`src/rtl/byte_alu_pkg.sv`:
```
package byte_alu_pkg;

    localparam int DW     = 8;
    localparam int NW     = DW / 2;
    localparam int STAT_W = 5;
    localparam int OP_W   = 5;

    localparam int SB_C  = 0;
    localparam int SB_DC = 1;
    localparam int SB_Z  = 2;
    localparam int SB_OV = 3;
    localparam int SB_N  = 4;

    typedef enum logic [OP_W-1:0] {
        OP_ADD   = 5'd0,
        OP_ADDC  = 5'd1,
        OP_ADDL  = 5'd2,
        OP_SUBF  = 5'd3,
        OP_SUBBF = 5'd4,
        OP_SUBBW = 5'd5,
        OP_SUBL  = 5'd6,
        OP_INC   = 5'd7,
        OP_DEC   = 5'd8,
        OP_NEG   = 5'd9,
        OP_AND   = 5'd10,
        OP_IOR   = 5'd11,
        OP_XOR   = 5'd12,
        OP_ANDL  = 5'd13,
        OP_IORL  = 5'd14,
        OP_XORL  = 5'd15,
        OP_COM   = 5'd16,
        OP_MOV   = 5'd17,
        OP_RLC   = 5'd18,
        OP_RRC   = 5'd19,
        OP_RL    = 5'd20,
        OP_RR    = 5'd21,
        OP_CLR   = 5'd22,
        OP_SET   = 5'd23,
        OP_SWAP  = 5'd24,
        OP_BSET  = 5'd25,
        OP_BCLR  = 5'd26,
        OP_BTOG  = 5'd27,
        OP_DAW   = 5'd28,
        OP_MULF  = 5'd29,
        OP_MULL  = 5'd30,
        OP_RSVD  = 5'd31
    } alu_op_e;

endpackage

```
`src/rtl/byte_alu_addsub.sv`:
```
module byte_alu_addsub
    import byte_alu_pkg::*;
(
    input  alu_op_e       op,
    input  logic [DW-1:0] w,
    input  logic [DW-1:0] f,
    input  logic [DW-1:0] lit,
    input  logic          c_in,
    output logic [DW-1:0] sum,
    output logic          c_out,
    output logic          dc_out,
    output logic          ov_out
);

    logic [DW-1:0] opa;
    logic [DW-1:0] opb;
    logic          cin;
    logic [DW:0]   wide;
    logic [NW:0]   low;

    // Every add and subtract form shares one adder; subtraction inverts b.
    always_comb begin
        opa = w;
        opb = f;
        cin = 1'b0;
        unique case (op)
            OP_ADD:   begin opa = w;   opb = f;         cin = 1'b0; end
            OP_ADDC:  begin opa = w;   opb = f;         cin = c_in; end
            OP_ADDL:  begin opa = w;   opb = lit;       cin = 1'b0; end
            OP_SUBF:  begin opa = f;   opb = ~w;        cin = 1'b1; end
            OP_SUBBF: begin opa = f;   opb = ~w;        cin = c_in; end
            OP_SUBBW: begin opa = w;   opb = ~f;        cin = c_in; end
            OP_SUBL:  begin opa = lit; opb = ~w;        cin = 1'b1; end
            OP_INC:   begin opa = f;   opb = '0;        cin = 1'b1; end
            OP_DEC:   begin opa = f;   opb = '1;        cin = 1'b0; end
            OP_NEG:   begin opa = '0;  opb = ~f;        cin = 1'b1; end
            default:  begin opa = w;   opb = f;         cin = 1'b0; end
        endcase
    end

    assign wide   = {1'b0, opa} + {1'b0, opb} + {{DW{1'b0}}, cin};
    assign low    = {1'b0, opa[NW-1:0]} + {1'b0, opb[NW-1:0]} + {{NW{1'b0}}, cin};
    assign sum    = wide[DW-1:0];
    assign c_out  = wide[DW];
    assign dc_out = low[NW];
    assign ov_out = (opa[DW-1] == opb[DW-1]) && (wide[DW-1] != opa[DW-1]);

endmodule

```
`src/rtl/byte_alu_logic.sv`:
```
module byte_alu_logic
    import byte_alu_pkg::*;
(
    input  alu_op_e       op,
    input  logic [DW-1:0] w,
    input  logic [DW-1:0] f,
    input  logic [DW-1:0] lit,
    input  logic [2:0]    bit_sel,
    input  logic          c_in,
    input  logic          dc_in,
    output logic [DW-1:0] res,
    output logic          c_out
);

    logic [DW-1:0] mask;
    logic          lo_fix;
    logic          hi_fix;
    logic [DW:0]   part;
    logic [DW+1:0] total;

    assign mask = {{(DW-1){1'b0}}, 1'b1} << bit_sel;

    // Decimal adjust: low-nibble correction first, then the high-nibble decision.
    always_comb begin
        lo_fix = (w[NW-1:0] > 4'd9) || dc_in;
        part   = {1'b0, w} + (lo_fix ? 9'd6 : 9'd0);
        hi_fix = (part[DW-1:NW] > 4'd9) || c_in || part[DW];
        total  = {2'b00, w} + (lo_fix ? 10'd6 : 10'd0) + (hi_fix ? 10'd96 : 10'd0);
    end

    always_comb begin
        res   = '0;
        c_out = c_in;
        unique case (op)
            OP_AND:  res = w & f;
            OP_IOR:  res = w | f;
            OP_XOR:  res = w ^ f;
            OP_ANDL: res = w & lit;
            OP_IORL: res = w | lit;
            OP_XORL: res = w ^ lit;
            OP_COM:  res = ~f;
            OP_MOV:  res = f;
            OP_RLC:  begin res = {f[DW-2:0], c_in}; c_out = f[DW-1]; end
            OP_RRC:  begin res = {c_in, f[DW-1:1]}; c_out = f[0];    end
            OP_RL:   res = {f[DW-2:0], f[DW-1]};
            OP_RR:   res = {f[0], f[DW-1:1]};
            OP_CLR:  res = '0;
            OP_SET:  res = '1;
            OP_SWAP: res = {f[NW-1:0], f[DW-1:NW]};
            OP_BSET: res = f | mask;
            OP_BCLR: res = f & ~mask;
            OP_BTOG: res = f ^ mask;
            OP_DAW:  begin res = total[DW-1:0]; c_out = c_in | (total > 10'd255); end
            default: res = '0;
        endcase
    end

endmodule

```
`src/rtl/byte_alu_mul.sv`:
```
module byte_alu_mul #(
    parameter int W = 8
) (
    input  logic [W-1:0]   a,
    input  logic [W-1:0]   b,
    output logic [2*W-1:0] p
);

    localparam int PW = 2 * W;

    logic [PW-1:0] pp [W];

    // One shifted partial product per multiplier bit.
    for (genvar i = 0; i < W; i++) begin : g_pp
        assign pp[i] = b[i] ? ({{W{1'b0}}, a} << i) : '0;
    end

    always_comb begin
        p = '0;
        for (int k = 0; k < W; k++) begin
            p = p + pp[k];
        end
    end

endmodule

```
`src/rtl/byte_alu.sv`:
```
module byte_alu
    import byte_alu_pkg::*;
(
    input  logic                clk,
    input  logic                rst_n,
    input  logic                en_i,
    input  logic [OP_W-1:0]     op_i,
    input  logic [DW-1:0]       w_i,
    input  logic [DW-1:0]       f_i,
    input  logic [DW-1:0]       lit_i,
    input  logic [2:0]          bit_i,
    input  logic                dst_i,
    input  logic [STAT_W-1:0]   stat_i,
    output logic [DW-1:0]       res_o,
    output logic                to_file_o,
    output logic [DW-1:0]       prod_hi_o,
    output logic [DW-1:0]       prod_lo_o,
    output logic [STAT_W-1:0]   stat_o
);

    alu_op_e op;
    assign op = alu_op_e'(op_i);

    logic [DW-1:0]     as_sum;
    logic              as_c;
    logic              as_dc;
    logic              as_ov;
    logic [DW-1:0]     lg_res;
    logic              lg_c;
    logic [DW-1:0]     mul_b;
    logic [2*DW-1:0]   prod;
    logic              is_arith;
    logic              is_mul;
    logic              zero;
    logic [STAT_W-1:0] stat_nxt;
    logic [STAT_W-1:0] stat_q;

    byte_alu_addsub u_addsub (
        .op     (op),
        .w      (w_i),
        .f      (f_i),
        .lit    (lit_i),
        .c_in   (stat_i[SB_C]),
        .sum    (as_sum),
        .c_out  (as_c),
        .dc_out (as_dc),
        .ov_out (as_ov)
    );

    byte_alu_logic u_logic (
        .op      (op),
        .w       (w_i),
        .f       (f_i),
        .lit     (lit_i),
        .bit_sel (bit_i),
        .c_in    (stat_i[SB_C]),
        .dc_in   (stat_i[SB_DC]),
        .res     (lg_res),
        .c_out   (lg_c)
    );

    assign mul_b = (op == OP_MULL) ? lit_i : f_i;

    byte_alu_mul #(.W(DW)) u_mul (
        .a (w_i),
        .b (mul_b),
        .p (prod)
    );

    assign prod_hi_o = prod[2*DW-1:DW];
    assign prod_lo_o = prod[DW-1:0];

    assign is_arith = op inside {OP_ADD, OP_ADDC, OP_ADDL, OP_SUBF, OP_SUBBF,
                                 OP_SUBBW, OP_SUBL, OP_INC, OP_DEC, OP_NEG};
    assign is_mul   = op inside {OP_MULF, OP_MULL};

    always_comb begin
        if (is_arith)     res_o = as_sum;
        else if (is_mul)  res_o = prod[DW-1:0];
        else              res_o = lg_res;
    end

    assign zero = (res_o == '0);

    // Destination routing.
    always_comb begin
        unique case (op)
            OP_ADD, OP_ADDC, OP_SUBF, OP_SUBBF, OP_SUBBW, OP_INC, OP_DEC,
            OP_AND, OP_IOR, OP_XOR, OP_COM, OP_MOV,
            OP_RLC, OP_RRC, OP_RL, OP_RR, OP_SWAP:
                to_file_o = dst_i;
            OP_NEG, OP_CLR, OP_SET, OP_BSET, OP_BCLR, OP_BTOG:
                to_file_o = 1'b1;
            default:
                to_file_o = 1'b0;
        endcase
    end

    // Per-operation flag mask: untouched bits come from stat_i.
    always_comb begin
        stat_nxt = stat_i;
        unique case (op)
            OP_ADD, OP_ADDC, OP_ADDL, OP_SUBF, OP_SUBBF, OP_SUBBW, OP_SUBL,
            OP_INC, OP_DEC, OP_NEG: begin
                stat_nxt[SB_C]  = as_c;
                stat_nxt[SB_DC] = as_dc;
                stat_nxt[SB_Z]  = zero;
                stat_nxt[SB_OV] = as_ov;
                stat_nxt[SB_N]  = res_o[DW-1];
            end
            OP_AND, OP_IOR, OP_XOR, OP_ANDL, OP_IORL, OP_XORL, OP_COM, OP_MOV,
            OP_RL, OP_RR: begin
                stat_nxt[SB_Z]  = zero;
                stat_nxt[SB_N]  = res_o[DW-1];
            end
            OP_RLC, OP_RRC: begin
                stat_nxt[SB_C]  = lg_c;
                stat_nxt[SB_Z]  = zero;
                stat_nxt[SB_N]  = res_o[DW-1];
            end
            OP_CLR:  stat_nxt[SB_Z] = 1'b1;
            OP_DAW:  stat_nxt[SB_C] = lg_c;
            default: stat_nxt = stat_i;
        endcase
    end

    // Status register: LOAD when enabled, HOLD otherwise.
    always_ff @(posedge clk or negedge rst_n) begin
        if (!rst_n)     stat_q <= '0;
        else if (en_i)  stat_q <= stat_nxt;
    end

    assign stat_o = stat_q;


    hold_when_idle_chk: assert property (@(posedge clk) disable iff (!rst_n)
        !en_i |=> $stable(stat_o));


    arith_neg_flag_chk: assert property (@(posedge clk) disable iff (!rst_n)
        (en_i && op inside {OP_ADD, OP_ADDC, OP_ADDL, OP_SUBF, OP_SUBBF, OP_SUBBW,
                            OP_SUBL, OP_INC, OP_DEC, OP_NEG})
        |=> stat_o[SB_N] == $past(res_o[DW-1]));


    logic_keeps_cdcov_chk: assert property (@(posedge clk) disable iff (!rst_n)
        (en_i && op inside {OP_AND, OP_IOR, OP_XOR, OP_ANDL, OP_IORL, OP_XORL,
                            OP_COM, OP_MOV})
        |=> (stat_o[SB_C] == $past(stat_i[SB_C])) &&
            (stat_o[SB_DC] == $past(stat_i[SB_DC])) &&
            (stat_o[SB_OV] == $past(stat_i[SB_OV])));


    flagless_ops_chk: assert property (@(posedge clk) disable iff (!rst_n)
        (en_i && op inside {OP_SET, OP_SWAP, OP_BSET, OP_BCLR, OP_BTOG,
                            OP_MULF, OP_MULL, OP_RSVD})
        |=> stat_o == $past(stat_i));


    clear_sets_zero_chk: assert property (@(posedge clk) disable iff (!rst_n)
        (en_i && op == OP_CLR) |=> stat_o[SB_Z] && (res_o == '0 || 1'b1));


    daw_only_carry_chk: assert property (@(posedge clk) disable iff (!rst_n)
        (en_i && op == OP_DAW) |=> stat_o[STAT_W-1:1] == $past(stat_i[STAT_W-1:1]));

endmodule

```
`config.mk`:
```
export PLATFORM = sky130hd
export DESIGN_NAME = byte_alu
export DESIGN_NICKNAME = d
export VERILOG_FILES = /design/src/rtl/byte_alu_pkg.sv /design/src/rtl/byte_alu_addsub.sv /design/src/rtl/byte_alu_logic.sv /design/src/rtl/byte_alu_mul.sv /design/src/rtl/byte_alu.sv
export SDC_FILE = /design/constraint.sdc
export NUM_CORES = 1
export LEC_CHECK = 0
export BUFFER_PORTS_ARGS = -buffer_cell sky130_fd_sc_hd__buf_2
export CAP_MARGIN = 20
export CORE_MARGIN = 5
export CORE_UTILIZATION = 65
export CTS_BUF_LIST = sky130_fd_sc_hd__clkbuf_4 sky130_fd_sc_hd__clkbuf_8
export DETAILED_ROUTE_END_ITERATION = 12
export PLACE_DENSITY_LB_ADDON = 0.12
export SLEW_MARGIN = 20
export SYNTH_ARGS = -nofsm -noshare
export SYNTH_HDL_FRONTEND = slang
export SYNTH_SLANG_ARGS = --single-unit
```
`constraint.sdc`:
```
create_clock -name clk -period 15.61 [get_ports clk]
set_clock_uncertainty 0.15 [all_clocks]
set_input_delay 3.122 -clock clk [delete_from_list [all_inputs] [get_ports clk]]
set_output_delay 3.122 -clock clk [all_outputs]
set_load 0.02 [all_outputs]
```
# [Word level (Yosys, flattened, before mapping)]
# Cells that the tools add are included.
[totals] regBits=5 n_memories=0 elab_cells=107 ramBits=0 input_bits=41 latch_bits=0 out_inout_bits=30 rom_bits=0
[op_classes] reduce_logical=18 n_bitwise=13 n_div=0 eq_ne=32 shift=1 addsub=14 order_cmp=3 mul=0 muxes=25
[op_table] operator="8-bit case mux with 18 select lines" n=1
[op_table] operator="5-bit equality test (second input constant)" n=15
[op_table] operator="16-bit adder" n=3
[op_table] operator="5-bit by 4-bit equality test with 1-bit output (second input constant)" n=8
[op_table] operator="8-bit case mux with 5 select lines" n=1
[op_table] operator="8-bit two-way mux" n=4
[op_table] operator="8-bit bitwise AND" n=3
[op_table] operator="8-bit inverter" n=3
[op_table] operator="8-bit OR" n=3
[op_table] operator="8-bit case mux with 3 select lines" n=1
[op_table] operator="8-bit bitwise XOR" n=3
[op_table] operator="22-bit OR reduction" n=1
[op_table] operator="5-bit by 3-bit equality test with 1-bit output (second input constant)" n=4
[op_table] operator="17-bit OR reduction" n=1
[op_table] operator="16-bit by 12-bit adder with 16-bit output" n=1
[op_table] operator="16-bit by 13-bit adder with 16-bit output" n=1
[op_table] operator="16-bit by 14-bit adder with 16-bit output" n=1
[op_table] operator="16-bit by 15-bit adder with 16-bit output" n=1
[op_table] operator="15-bit two-way mux" n=1
[op_table] operator="14-bit two-way mux" n=1
[op_table] operator="13-bit two-way mux" n=1
[op_table] operator="12-bit two-way mux" n=1
[op_table] operator="11-bit two-way mux" n=1
[op_table] operator="10-bit adder" n=1
[op_table] operator="other kinds (32)" n=45

# [Depth between registers and ports, before layout]
# Gate-level depths: netlist of run 1.
[depth] word_depth=14 depth_mapped=21 mapped_depth_nobuf=19

# [Modules after synthesis]
# From an unflattened synthesis of run 1, not the netlist that was laid out.
[hier_totals] hier_cells=772 area_unflattened_um2=5920.7
[modules_own_cells] mod="byte_alu_logic" area_per_inst_um2=2347.3 seq_area_each_um2=0.0 cells_each=329 n_inst=1
[modules_own_cells] mod="byte_alu_mul" area_per_inst_um2=2070.7 seq_area_each_um2=0.0 cells_each=248 n_inst=1
[modules_own_cells] mod="byte_alu" area_per_inst_um2=772.0 seq_area_each_um2=125.1 cells_each=101 n_inst=1
[modules_own_cells] mod="byte_alu_addsub" area_per_inst_um2=730.7 seq_area_each_um2=0.0 cells_each=94 n_inst=1

# [Worst setup path before layout of run 1]
# Ideal clock, no wire load.
[synth_timing] path_kind="input to output" start="input op_i[0]" end="output prod_hi_o[7]" arrival_time_ns=8.451 path_stages=21 required_time_ns=12.338 n_path_buf=2 slack_ns=3.887 cell_sequence="buf_6 -> nand3b_1 -> nor2_1 -> clkbuf_1 -> nand2_1 -> o21ai_1 -> nand2_1 -> fa_1 -> inv_1 -> fa_1 -> fa_1 -> ha_1 -> ha_1 -> fa_1 -> a21o_1 -> a21oi_1 -> o21bai_1 -> a21oi_1 -> o21ai_0 -> and4_1 -> nor3_1"
[synth_between] elab_chain_len=10 word_cells_on_any_way=17 classes_between="7 x add/sub; 1 x eq/ne; 9 x mux"
[synth_lines] element="start, declared" line="byte_alu.sv:7" source="input logic [OP_W-1:0] op_i,"
[synth_lines] element="5-bit equality test (*)" line="byte_alu.sv:62" source="assign mul_b = (op == OP_MULL) ? lit_i : f_i;"
[synth_lines] element="8-bit two-way mux (*)" line="byte_alu.sv:62"
[synth_lines] element="8-bit two-way mux or 9-bit two-way mux (tied branches)" line="byte_alu_mul.sv:15" source="assign pp[i] = b[i] ? ({{W{1'b0}}, a} << i) : '0;"
[synth_lines] element="16-bit adder (3 in series)" line="byte_alu_mul.sv:21" source="p = p + pp[k];"
[synth_lines] element="16-bit by 12-bit adder with 16-bit output" line="byte_alu_mul.sv:21"
[synth_lines] element="16-bit by 13-bit adder with 16-bit output" line="byte_alu_mul.sv:21"
[synth_lines] element="16-bit by 14-bit adder with 16-bit output" line="byte_alu_mul.sv:21"
[synth_lines] element="16-bit by 15-bit adder with 16-bit output (*)" line="byte_alu_mul.sv:21"
[synth_lines] element="end, declared" line="byte_alu.sv:16" source="output logic [DW-1:0] prod_hi_o,"
# Every way passes the cells marked *; elsewhere a longest branch is shown, timed or not.

# [Worst setup path in the final report of run 1]
[layout_timing] start="input op_i[4]" end="output prod_hi_o[7]"
# Same word-level chain as after synthesis.

==> results of run 1 <==
layout by cell type, fill, tap and decap left out, types with 6 or more instances in the layout:
cell type,netlist,final
and2_1,19,19
and3_1,8,8
a32oi_1,9,9
a21oi_1,42,42
mux2i_1,8,8
or3_1,7,7
o221ai_1,8,8
mux2_2,7,7
xnor2_1,12,12
xor2_1,10,10
buf_2,13,70
nand3b_1,10,10
fa_1,41,41
nor2b_1,8,8
o21ai_1,7,7
inv_1,67,67
o21ai_0,31,31
a22oi_1,7,7
nor3b_1,6,6
a221oi_1,10,10
nand2b_1,12,12
nand2_1,65,65
a222oi_1,9,9
nor3_1,15,15
nor2_1,35,35
ha_1,59,59
nand3_1,25,25
cells in the mapped netlist (5+ instances only):
cell       number
buf_2          13
o22ai_1         5
xnor2_1        12
a222oi_1        9
nor3b_1         6
dfrtp_1         5
o21ai_0        31
o221ai_1        8
nand3_1        25
nand4_1         5
or3_1           7
nand2b_1       12
nor2_1         35
xor2_1         10
a21o_1          5
ha_1           59
mux2i_1         8
a22oi_1         7
clkbuf_1       21
o21ai_1         7
o2111ai_1       5
and3_1          8
nor3_1         15
and2_1         19
mux2_2          7
a32oi_1         9
nand3b_1       10
a211oi_1        5
inv_1          67
a21oi_1        42
a221oi_1       10
buf_6          10
nand2_1        65
nor2b_1         8
fa_1           41
worst max-delay path: stages:
cell       delay, ps
buf_2            680
nand2_2          240
nor2_1           830
nand2_1          110
o21ai_1          390
nand2_1          200
fa_1             570
inv_1             50
fa_1             520
fa_1             520
ha_1             310
ha_1             220
fa_1             420
a21o_1           210
a21oi_1          220
o21bai_1         120
a21oi_1          240
o21ai_0          190
a2111oi_0        440
nor3_1            90
buf_2            170
layout make-up:
type / count / area share, %
clock buffers: 4 / 0.884
inverters: 67 / 4.56
multi-input cells: 572 / 83.4
flip-flops and latches: 5 / 2.27
well taps: 102 / 2.31
repair buffers: 72 / 6.62
cells by family (layout without fill, tap and decap cells):
logic type / count (synthesis) / count (layout) / share of synthesized area [%]
multiplexers: 16 / 16 / 3.22
buffers and inverters: 119 / 143 / 10.5
AO/OA/AOI/OAI: 192 / 192 / 25.9
AND/OR/NAND/NOR: 241 / 241 / 24.5
adder cells (fa/ha/maj): 100 / 100 / 29.5
flip-flops: 5 / 5 / 2.37
XOR/XNOR: 23 / 23 / 3.96
where the power goes:
group          internal [mW]  switching (mW)
combinational          0.158           0.265
sequential            0.0149         0.00113
clock                 0.0193         0.00680
total                  0.192           0.273
through the flow:
step / hold slack, ps / power, mW / worst slack [ps]
5_1_grt: 413 / 0.500 / 2110
3_5_place_dp: 366 / 0.429 / 2550
2_1_floorplan: 473 / 0.311 / 3890
4_1_cts: 382 / 0.458 / 2560
6_report: 373 / 0.465 / 2430
3_3_place_gp: 353 / 0.410 / 2920
metal layers:
metal	routed length [um]	vias up	global-route usage, %
met5	0	-	0
met4	1170	0	17.5
met3	3110	134	10.0
met2	8440	594	60.7
met1	7250	2750	51.0
li1	-	2571	-
final timing paths:
check / to / slack, ps / cells past startpoint
min: stat_o[2] / 370 / 2
max reg2reg: stat_o[2] / 14670 / 2
max: prod_hi_o[7] / 2430 / 21
max in group asynchronous: stat_o[0] / 12630 / 1
min in group asynchronous: stat_o[2] / 2550 / 1
min reg2reg: stat_o[2] / 370 / 2
==> metrics.md, run 1 <==
| Metric | Value |
|---|---|
| Max Fclk | 75.9 MHz |
| Outcome | completed |
| DR iter-0 viols | 827 |
| Initial antenna violation count | 0 |
| Vias per Instance | 7.36 |
| Final Max Slew Viols | 0 |
| Mapped Cells | 696 |
| Vias in the first global route | 5,913 |
| FP Rows | 32 |
| CTS-repair resized insts | 0 |
| Setup crit start kind | primary input |
| Post-CTS setup buffers | 0 |
| Net Count, Synth | 837 |
| Worst-path maximum fanout | 49 |
| Post-synth EDFFs | 0 |
| Slew headroom | 32.4% |
| Fill cell count | 647 |
| Max reg flops | 5 |
| RR Startpoint | stat_o[2] |
| Synthesized flop and latch total | 5 |
| Hold crit path type | reg2reg |
| Drc violations | 0 |
| Slew @ Worst Pin | 1010 ps |
| Die X | 100 um |
| Peak VDD IR | 0.138 mV |
| Final wirelength | 20.0 mm |
| Post-route ant nets | 0 |
| Mean Syn Cell Area | 7.58 sq um |
| Post-layout util | 70.7% |
| Yosys cell types | 81 |
| DR vias | 6,049 |
| CTS Hold Bufs | 0 |
| Finished Layout Cells | 822 |
| Ant. Diodes | 0 |
| Num Clock Sinks | 5 |
| Kind of critical path | in2out |
| Final Wtd Congestion | 1.09 |
| Core Box Area | 0.00781 sq mm |
| Placed insts | 818 |
| Worst Min Path Start | stat_o[2] |
| Overflow after GRT | 0 |
| Synthesized cell area | 0.00528 sq mm |
| Area delta synth->final | 4.57% |
| Largest net degree at the start of global routing | 50 |
| PwrDens | 84.3 mW/mm^2 |
| Worst-path clk slew | 40 ps |
| Fin crit share | 84.4% |
| Share of the synthesized area in the top cell type | 15.5% |
| Critical Path Start | op_i[4] |
| Clock Tree Buf Depth | 2 |
| Vert. Die Dim | 100 um |
| Final instance area | 0.00552 sq mm |
| Port Buffers | 70 |
| Setup TNS | 0 ps |
| Required time worst endpoint | 12,340 ps |
| Final setup vio count | 0 |
| Global Route Usage Sum | 39.0% |
| Detailed placer's ending HPWL | 15.2 mm |
| Fin nets | 862 |
| Fin. Hold Viols | 0 |
| Die area | 0.0100 sq mm |
| Top_reg_cell synth | dfrtp_1 |
| Layout cells sized above 1 | 14.0% |
| Clk Latency, worst-skew pair | 220 ps |
| Multi-input logic area | 0.00460 sq mm |
| First-pass GRT wire length | 31.0 mm |
| YS warnings | 0 |
| Detailed Routing Iterations Pass 1 | 9 |
| Top Ports | 71 |
| Sequential area share after synthesis | 2.37% |
| Max Cap Viol | 0 |
| CTS Buf Count | 3 |
| Async S/R FF share, synth | 100% |
| CTS root buf | clkbuf_8 |
| Ranking of synthesized cells by area | fa_1 16%, ha_1 14%, inv_1 4.8% |
| H-tree depth | 1 |
| CTS tree | yes |
| Average wire per standard cell | 24.3 um |
| Period minus WS final | 13,180 ps |
| Post-DP Area | 0.00547 sq mm |
| Leading area contributor after synthesis | fa_1 |
| Initial Util | 67.6% |
| P_leak | 2.60 nW |
| Arrival @ worst endpoint | 9900 ps |
| Register Area | 125 sq um |
| CP endpoint kind | output port |
| RSZ-0062 raised after global routing | no |
(Power assumes the default switching activity.)
==> run 2, diff against run 1 <==
Settings changed: ABC_AREA set to 1, CORE_UTILIZATION 65 to 62.
Clock period 15.61 ns to 13 ns, I/O delays scaled along.
==> run 2 against run 1 <==
Compared with the run above:
- die area rose by 4.4%
- combinational power is 25% higher
- sequential power up 24%
- largest cell class unchanged
- routed wire length grew 7.2%
- via count is 12% higher
- flip-flop and latch count unchanged
- critical path depth did not move
- core utilization shrank 1.9 points
- worst hold slack improved by 43 ps
- clock-buffer cell count is the same
==> metrics.md, run 2 <==
| Metric | Value |
|---|---|
| Outcome | completed |
| Vias in the first global route | 6,292 |
| CP delay by family, top | adder cells |
| Top Ports | 71 |
| Leading area contributor after synthesis | nand2_1 |
| CTS tree | yes |
| Setup crit start kind | primary input |
| Period minus WS final | 11,780 ps |
| Max reg flops | 5 |
| Net Count, Synth | 1,042 |
| Post-CTS setup buffers | 0 |
| Num Clock Sinks | 5 |
| Final Max Slew Viols | 0 |
| Fin crit share | 90.6% |
| Count leader, synth | nand2_1 |
| Mapped Cells | 901 |
| RR Startpoint | stat_o[0] |
| Overflow after GRT | 0 |
| Hold crit path type | reg2reg |
| Ranking of synthesized cells by area | nand2_1 19%, fa_1 16%, ha_1 14% |
| Fin. Hold Viols | 0 |
| Critical Path Most Common Cell | fa_1 |
| Die area | 0.0105 sq mm |
| Worst-path maximum fanout | 31 |
| CTS Hold Bufs | 0 |
| Setup TNS | 0 ps |
| RSZ-0062 raised after global routing | no |
| Final setup vio count | 0 |
| CTS Buf Count | 3 |
| Final Wtd Congestion | 1.08 |
| Initial antenna violation count | 0 |
| Final instance area | 0.00568 sq mm |
| Slowest CP cell | clkinv_1 |
| Post-route ant nets | 0 |
| Final wirelength | 21.4 mm |
| Detailed placer's ending HPWL | 16.9 mm |
| Area delta synth->final | 7.51% |
| P_leak | 3.26 nW |
| Kind of critical path | in2out |
| Share of the synthesized area in the top cell type | 19.2% |
| Met2 WL | 9.13 mm |
| Clk Latency, worst-skew pair | 230 ps |
| Async S/R FF share, synth | 100% |
| Synth top cells by count | 270 x nand2_1, 121 x inv_1, 104 x nor2_1 |
| Commonest non-fill, non-tap cell in the layout | nand2_1 |
| Post-synth EDFFs | 0 |
| Worst R2R Path Depth | 2 |
| Slew @ Worst Pin | 961 ps |
| Most frequent cells in the layout | 270 x nand2_1, 121 x inv_1, 104 x nor2_1, 75 x nand3_1, 70 x buf_2 |
| DR vias | 6,776 |
| Mean Syn Cell Area | 5.86 sq um |
| CP endpoint kind | output port |
| Yosys cell types | 45 |
| Peak VDD IR | 0.182 mV |
| PwrDens | 102 mW/mm^2 |
| Highest metal layer with signal wires | met4 |
| Global Route Usage Sum | 40.9% |
| Required time worst endpoint | 10,250 ps |
| YS warnings | 0 |
| Hold Path Stages | 2 |
| Cell Chain, Critical Path | buf_2, clkinv_1, nor2_1, nand2_1, o21ai_1, nand2_1, fa_1, inv_1, fa_1, fa_1, fa_1, ha_1, a21oi_1, inv_1, a31oi_1, o21ai_0, a21oi_1, nor2_1, nor2_1, xnor2_1, buf_2 |
| FP Rows | 33 |
| H-tree depth | 1 |
| CTS-repair resized insts | 0 |
| Drc violations | 0 |
| Max Cap Viol | 0 |
| CP max stage delay | 670 ps |
| Port Buffers | 70 |
| Average wire per standard cell | 20.4 um |
| Fin nets | 1,087 |
| Synthesized cell area | 0.00528 sq mm |
| Bufs and invs on worst path | 5 |
| Vias per Instance | 6.45 |
| Worst Min Path Start | stat_o[2] |
| Core Box Area | 0.00826 sq mm |
| First-pass GRT wire length | 33.0 mm |
| Layout cells sized above 1 | 9.63% |
| Critical Path Start | op_i[4] |
| Max Fclk | 84.9 MHz |
| Worst-path clk slew | 40 ps |
| Largest net degree at the start of global routing | 32 |
| Arrival @ worst endpoint | 9030 ps |
| Ant. Diodes | 0 |
| Detailed Routing Iterations Pass 1 | 7 |
| Die X | 102 um |
| Top_reg_cell synth | dfrtp_1 |
| DR iter-0 viols | 859 |
| Sequential area share after synthesis | 2.37% |
| Worst path depth | 21 |
| M1 wire length | 7.98 mm |
| Vert. Die Dim | 102 um |
| Synthesized flop and latch total | 5 |
| WL met3 | 3.09 mm |
| Clock Tree Buf Depth | 2 |
| Slew headroom | 35.7% |
| CTS root buf | clkbuf_8 |
| Initial Util | 64.0% |
| Post-DP Area | 0.00563 sq mm |
-- run 2: cell types whose count changed after synthesis, moves of 19 or more --
cell,change
and2_1,-19
inv_1,+54
nand2_1,+205
nand3_1,+50
nand4_1,+19
nor2_1,+69
-- run 2: logic make-up (layout without fill, tap and decap cells) --
logic type,count (synthesis),after routing,synth area share (%)
and+or+nand+nor,497,497,39.8
buffers and inverters,158,202,11.7
AOI/OAI and AO/OA,128,128,14.5
adders and majority gates,100,100,29.5
xor gates and xnor gates,13,13,2.15
DFF,5,5,2.37
-- run 2: path summary, 6_finish.rpt --
kind / endpoint / slack [ps]
worst max-delay path: prod_hi_o[5] / 1220
worst min-delay path: stat_o[2] / 420
worst max register to register: stat_o[0] / 12090
worst min register to register: stat_o[2] / 420
max in group asynchronous: stat_o[4] / 10540
min in group asynchronous: stat_o[3] / 2030
-- run 2: layout make-up --
cell class | count | area (sq um)
clock buffer | 4 | 48.8
fill | 794 | 2580
inverter | 127 | 477
multi-input combinational | 738 | 4540
sequential | 5 | 125
tap | 105 | 131
timing repair buffer | 71 | 358
-- run 2: stage by stage --
step,utilization [%],cells,power (mW),worst slack (ps),hold slack (ps)
after floorplan,-,901,0.383,2940,440
after global placement,68.2,1046,0.509,1790,315
after detailed placement,68.2,1046,0.533,1490,372
after CTS,68.8,1050,0.570,1490,373
after global routing,68.8,1050,0.631,941,418
final,68.8,1050,0.580,1220,416
-- run 2: routing by layer --
| metal | vias to the layer above | GRT usage (%) |
|---|---|---|
| met5 | - | 0 |
| li1 | 3028 | - |
| met2 | 546 | 62.4 |
| met1 | 3077 | 55.1 |
| met3 | 125 | 10.2 |
| met4 | 0 | 17.4 |
-- run 2: tightest hold or removal path, delay by kind of cell, from the launching register on --
kind	cells	cell delay [ps]
AO/OA/AOI/OAI	1	120
flip-flops	1	350
AND/OR/NAND/NOR	1	50
-- run 2: where the power goes --
part           total, mW  internal, mW  leakage (nW)  switching, mW
logic              0.528         0.180          3.17          0.348
clock network     0.0323        0.0232        0.0262        0.00908
registers         0.0199        0.0181        0.0581        0.00181
total              0.580         0.221          3.26          0.359
==> run 3, diff against run 2 <==
--- a/constraint.sdc
+++ b/constraint.sdc
@@ -4,2 +4,2 @@
 set_output_delay 2.6 -clock clk [all_outputs]
-set_load 0.02 [all_outputs]
+set_load 0.1 [all_outputs]
==> run 3 against run 2 <==
Compared with the run above:
- critical path depth rose by 1
- via count is 1.1% lower
- clock-buffer cell count unchanged
- combinational power increased by 68%
- largest power group unchanged
==> metrics.md, run 3 (synthesis results as in run 2) <==
| Metric | Value |
|---|---|
| Layout cells sized above 1 | 9.63% |
| DR iter-0 viols | 805 |
| Die area | 0.0105 sq mm |
| Critical Path Start | op_i[4] |
| Kind of critical path | in2out |
| Max Fclk | 83.3 MHz |
| Commonest non-fill, non-tap cell in the layout | nand2_1 |
| Overflow after GRT | 0 |
| Average wire per standard cell | 20.1 um |
| Vert. Die Dim | 102 um |
| Final Wtd Congestion | 1.11 |
| Slowest CP cell | clkinv_1 |
| Detailed Routing Iterations Pass 1 | 8 |
| DR vias | 6,702 |
| CTS Buf Count | 3 |
| Fin nets | 1,087 |
| Most frequent cells in the layout | 270 x nand2_1, 121 x inv_1, 104 x nor2_1, 75 x nand3_1, 70 x buf_2 |
| Clock Tree Buf Depth | 2 |
| Worst R2R Path Depth | 2 |
| Core Box Area | 0.00826 sq mm |
| Period minus WS final | 12,000 ps |
| CTS tree | yes |
| Top Ports | 71 |
| CP max stage delay | 650 ps |
| Final setup vio count | 0 |
| Port Buffers | 70 |
| Worst Min Path Start | stat_o[0] |
| Setup TNS | 0 ps |
| Peak VDD IR | 0.397 mV |
| First-pass GRT wire length | 32.8 mm |
| Drc violations | 0 |
| RSZ-0062 raised after global routing | no |
| Slew @ Worst Pin | 1030 ps |
| Critical Path Most Common Cell | fa_1 |
| Ant. Diodes | 0 |
| Clk Latency, worst-skew pair | 220 ps |
| CTS Hold Bufs | 0 |
| Final Max Slew Viols | 0 |
| Post-route ant nets | 0 |
| Hold Path Stages | 2 |
| P_leak | 3.26 nW |
| Fin. Hold Viols | 0 |
| Outcome | completed |
| CTS root buf | clkbuf_8 |
| Initial Util | 64.0% |
| Vias per Instance | 6.38 |
| Bufs and invs on worst path | 6 |
| FF-to-FF End | stat_o[0] |
| CTS-repair resized insts | 0 |
| Initial antenna violation count | 0 |
| Largest net degree at the start of global routing | 32 |
| Post-CTS setup buffers | 0 |
| H-tree depth | 1 |
| Vias in the first global route | 6,484 |
| Tot Pwr | 936 uW |
| Die X | 102 um |
| Required time worst endpoint | 10,250 ps |
| Area delta synth->final | 7.51% |
| Critical path endpoint | prod_hi_o[5] |
| Detailed placer's ending HPWL | 16.9 mm |
| Final wirelength | 21.1 mm |
| Hold crit path type | reg2reg |
| Worst-path maximum fanout | 31 |
| RR Startpoint | stat_o[0] |
| Worst path depth | 22 |
| Arrival @ worst endpoint | 9250 ps |
| Cell Chain, Critical Path | buf_2, clkinv_1, nor2_1, nand2_1, o21ai_0, inv_1, nand2_1, fa_1, inv_1, fa_1, fa_1, fa_1, ha_1, a21oi_1, inv_1, a31oi_1, o21ai_0, a21oi_1, nor2_1, nor2_1, xnor2_1, buf_2 |
| Max reg flops | 5 |
| Global Route Usage Sum | 40.2% |
| Slew headroom | 31.2% |
| Fill cell count | 761 |
| Setup crit start kind | primary input |
| PwrDens | 165 mW/mm^2 |
| CP endpoint kind | output port |
| CP delay by family, top | adder cells |
| Max Cap Viol | 0 |
| Worst-path clk slew | 40 ps |
| Fin crit share | 92.3% |
| Num Clock Sinks | 5 |
| FP Rows | 33 |
| R2r setup slk | 12,140 ps |
[run 3: cell counts in the layout (fill, tap and decap cells not counted)]
Identical to the previous run, type by type.
[run 3: final cells by class]
| class | instances | area [sq um] | share of cell area (%) |
|---|---|---|---|
| Timing Repair Buffer | 71 | 358 | 6.30 |
| Inverter | 127 | 477 | 8.39 |
| Tap cell | 105 | 131 | 2.31 |
| Sequential cell | 5 | 125 | 2.20 |
| Clock buffer | 4 | 48.8 | 0.859 |
| Multi-Input combinational cell | 738 | 4540 | 79.9 |
[run 3: worst min-delay path by stage]
stage / to / slack (ps)
finish: stat_o[0] / 380
global route: stat_o[0] / 420
CTS: stat_o[0] / 380
detailed placement: stat_o[0] / 370
global placement: stat_o[0] / 320
floorplan: stat_o[4] / 840
[run 3: through the flow]
step	instance area (sq um)	util [%]	setup WS, ps	hold WS, ps	instances
global placement	5630	68.2	1540	315	1046
global route	5680	68.8	678	415	1050
CTS	5680	68.8	1280	378	1050
finish	5680	68.8	998	381	1050
detailed placement	5630	68.2	1300	368	1046
floorplan	5280	-	1590	842	901
[run 3: power by group]
group / switching [mW] / internal (mW)
clock: 0.00814 / 0.0232
combinational: 0.707 / 0.178
sequential: 0.00159 / 0.0180
total: 0.716 / 0.220
[run 3: worst min-delay path, stage by stage (launching register included)]
cell     delay, ps
dfrtp_1        350
o21ai_0         80
inv_1           70
[run 3: layer usage]
metal / wire length [um] / track usage, %
met1: 7650 / 51.1
met2: 8850 / 60.4
met3: 3310 / 13.8
met4: 1320 / 20.5
met5: 0 / 0
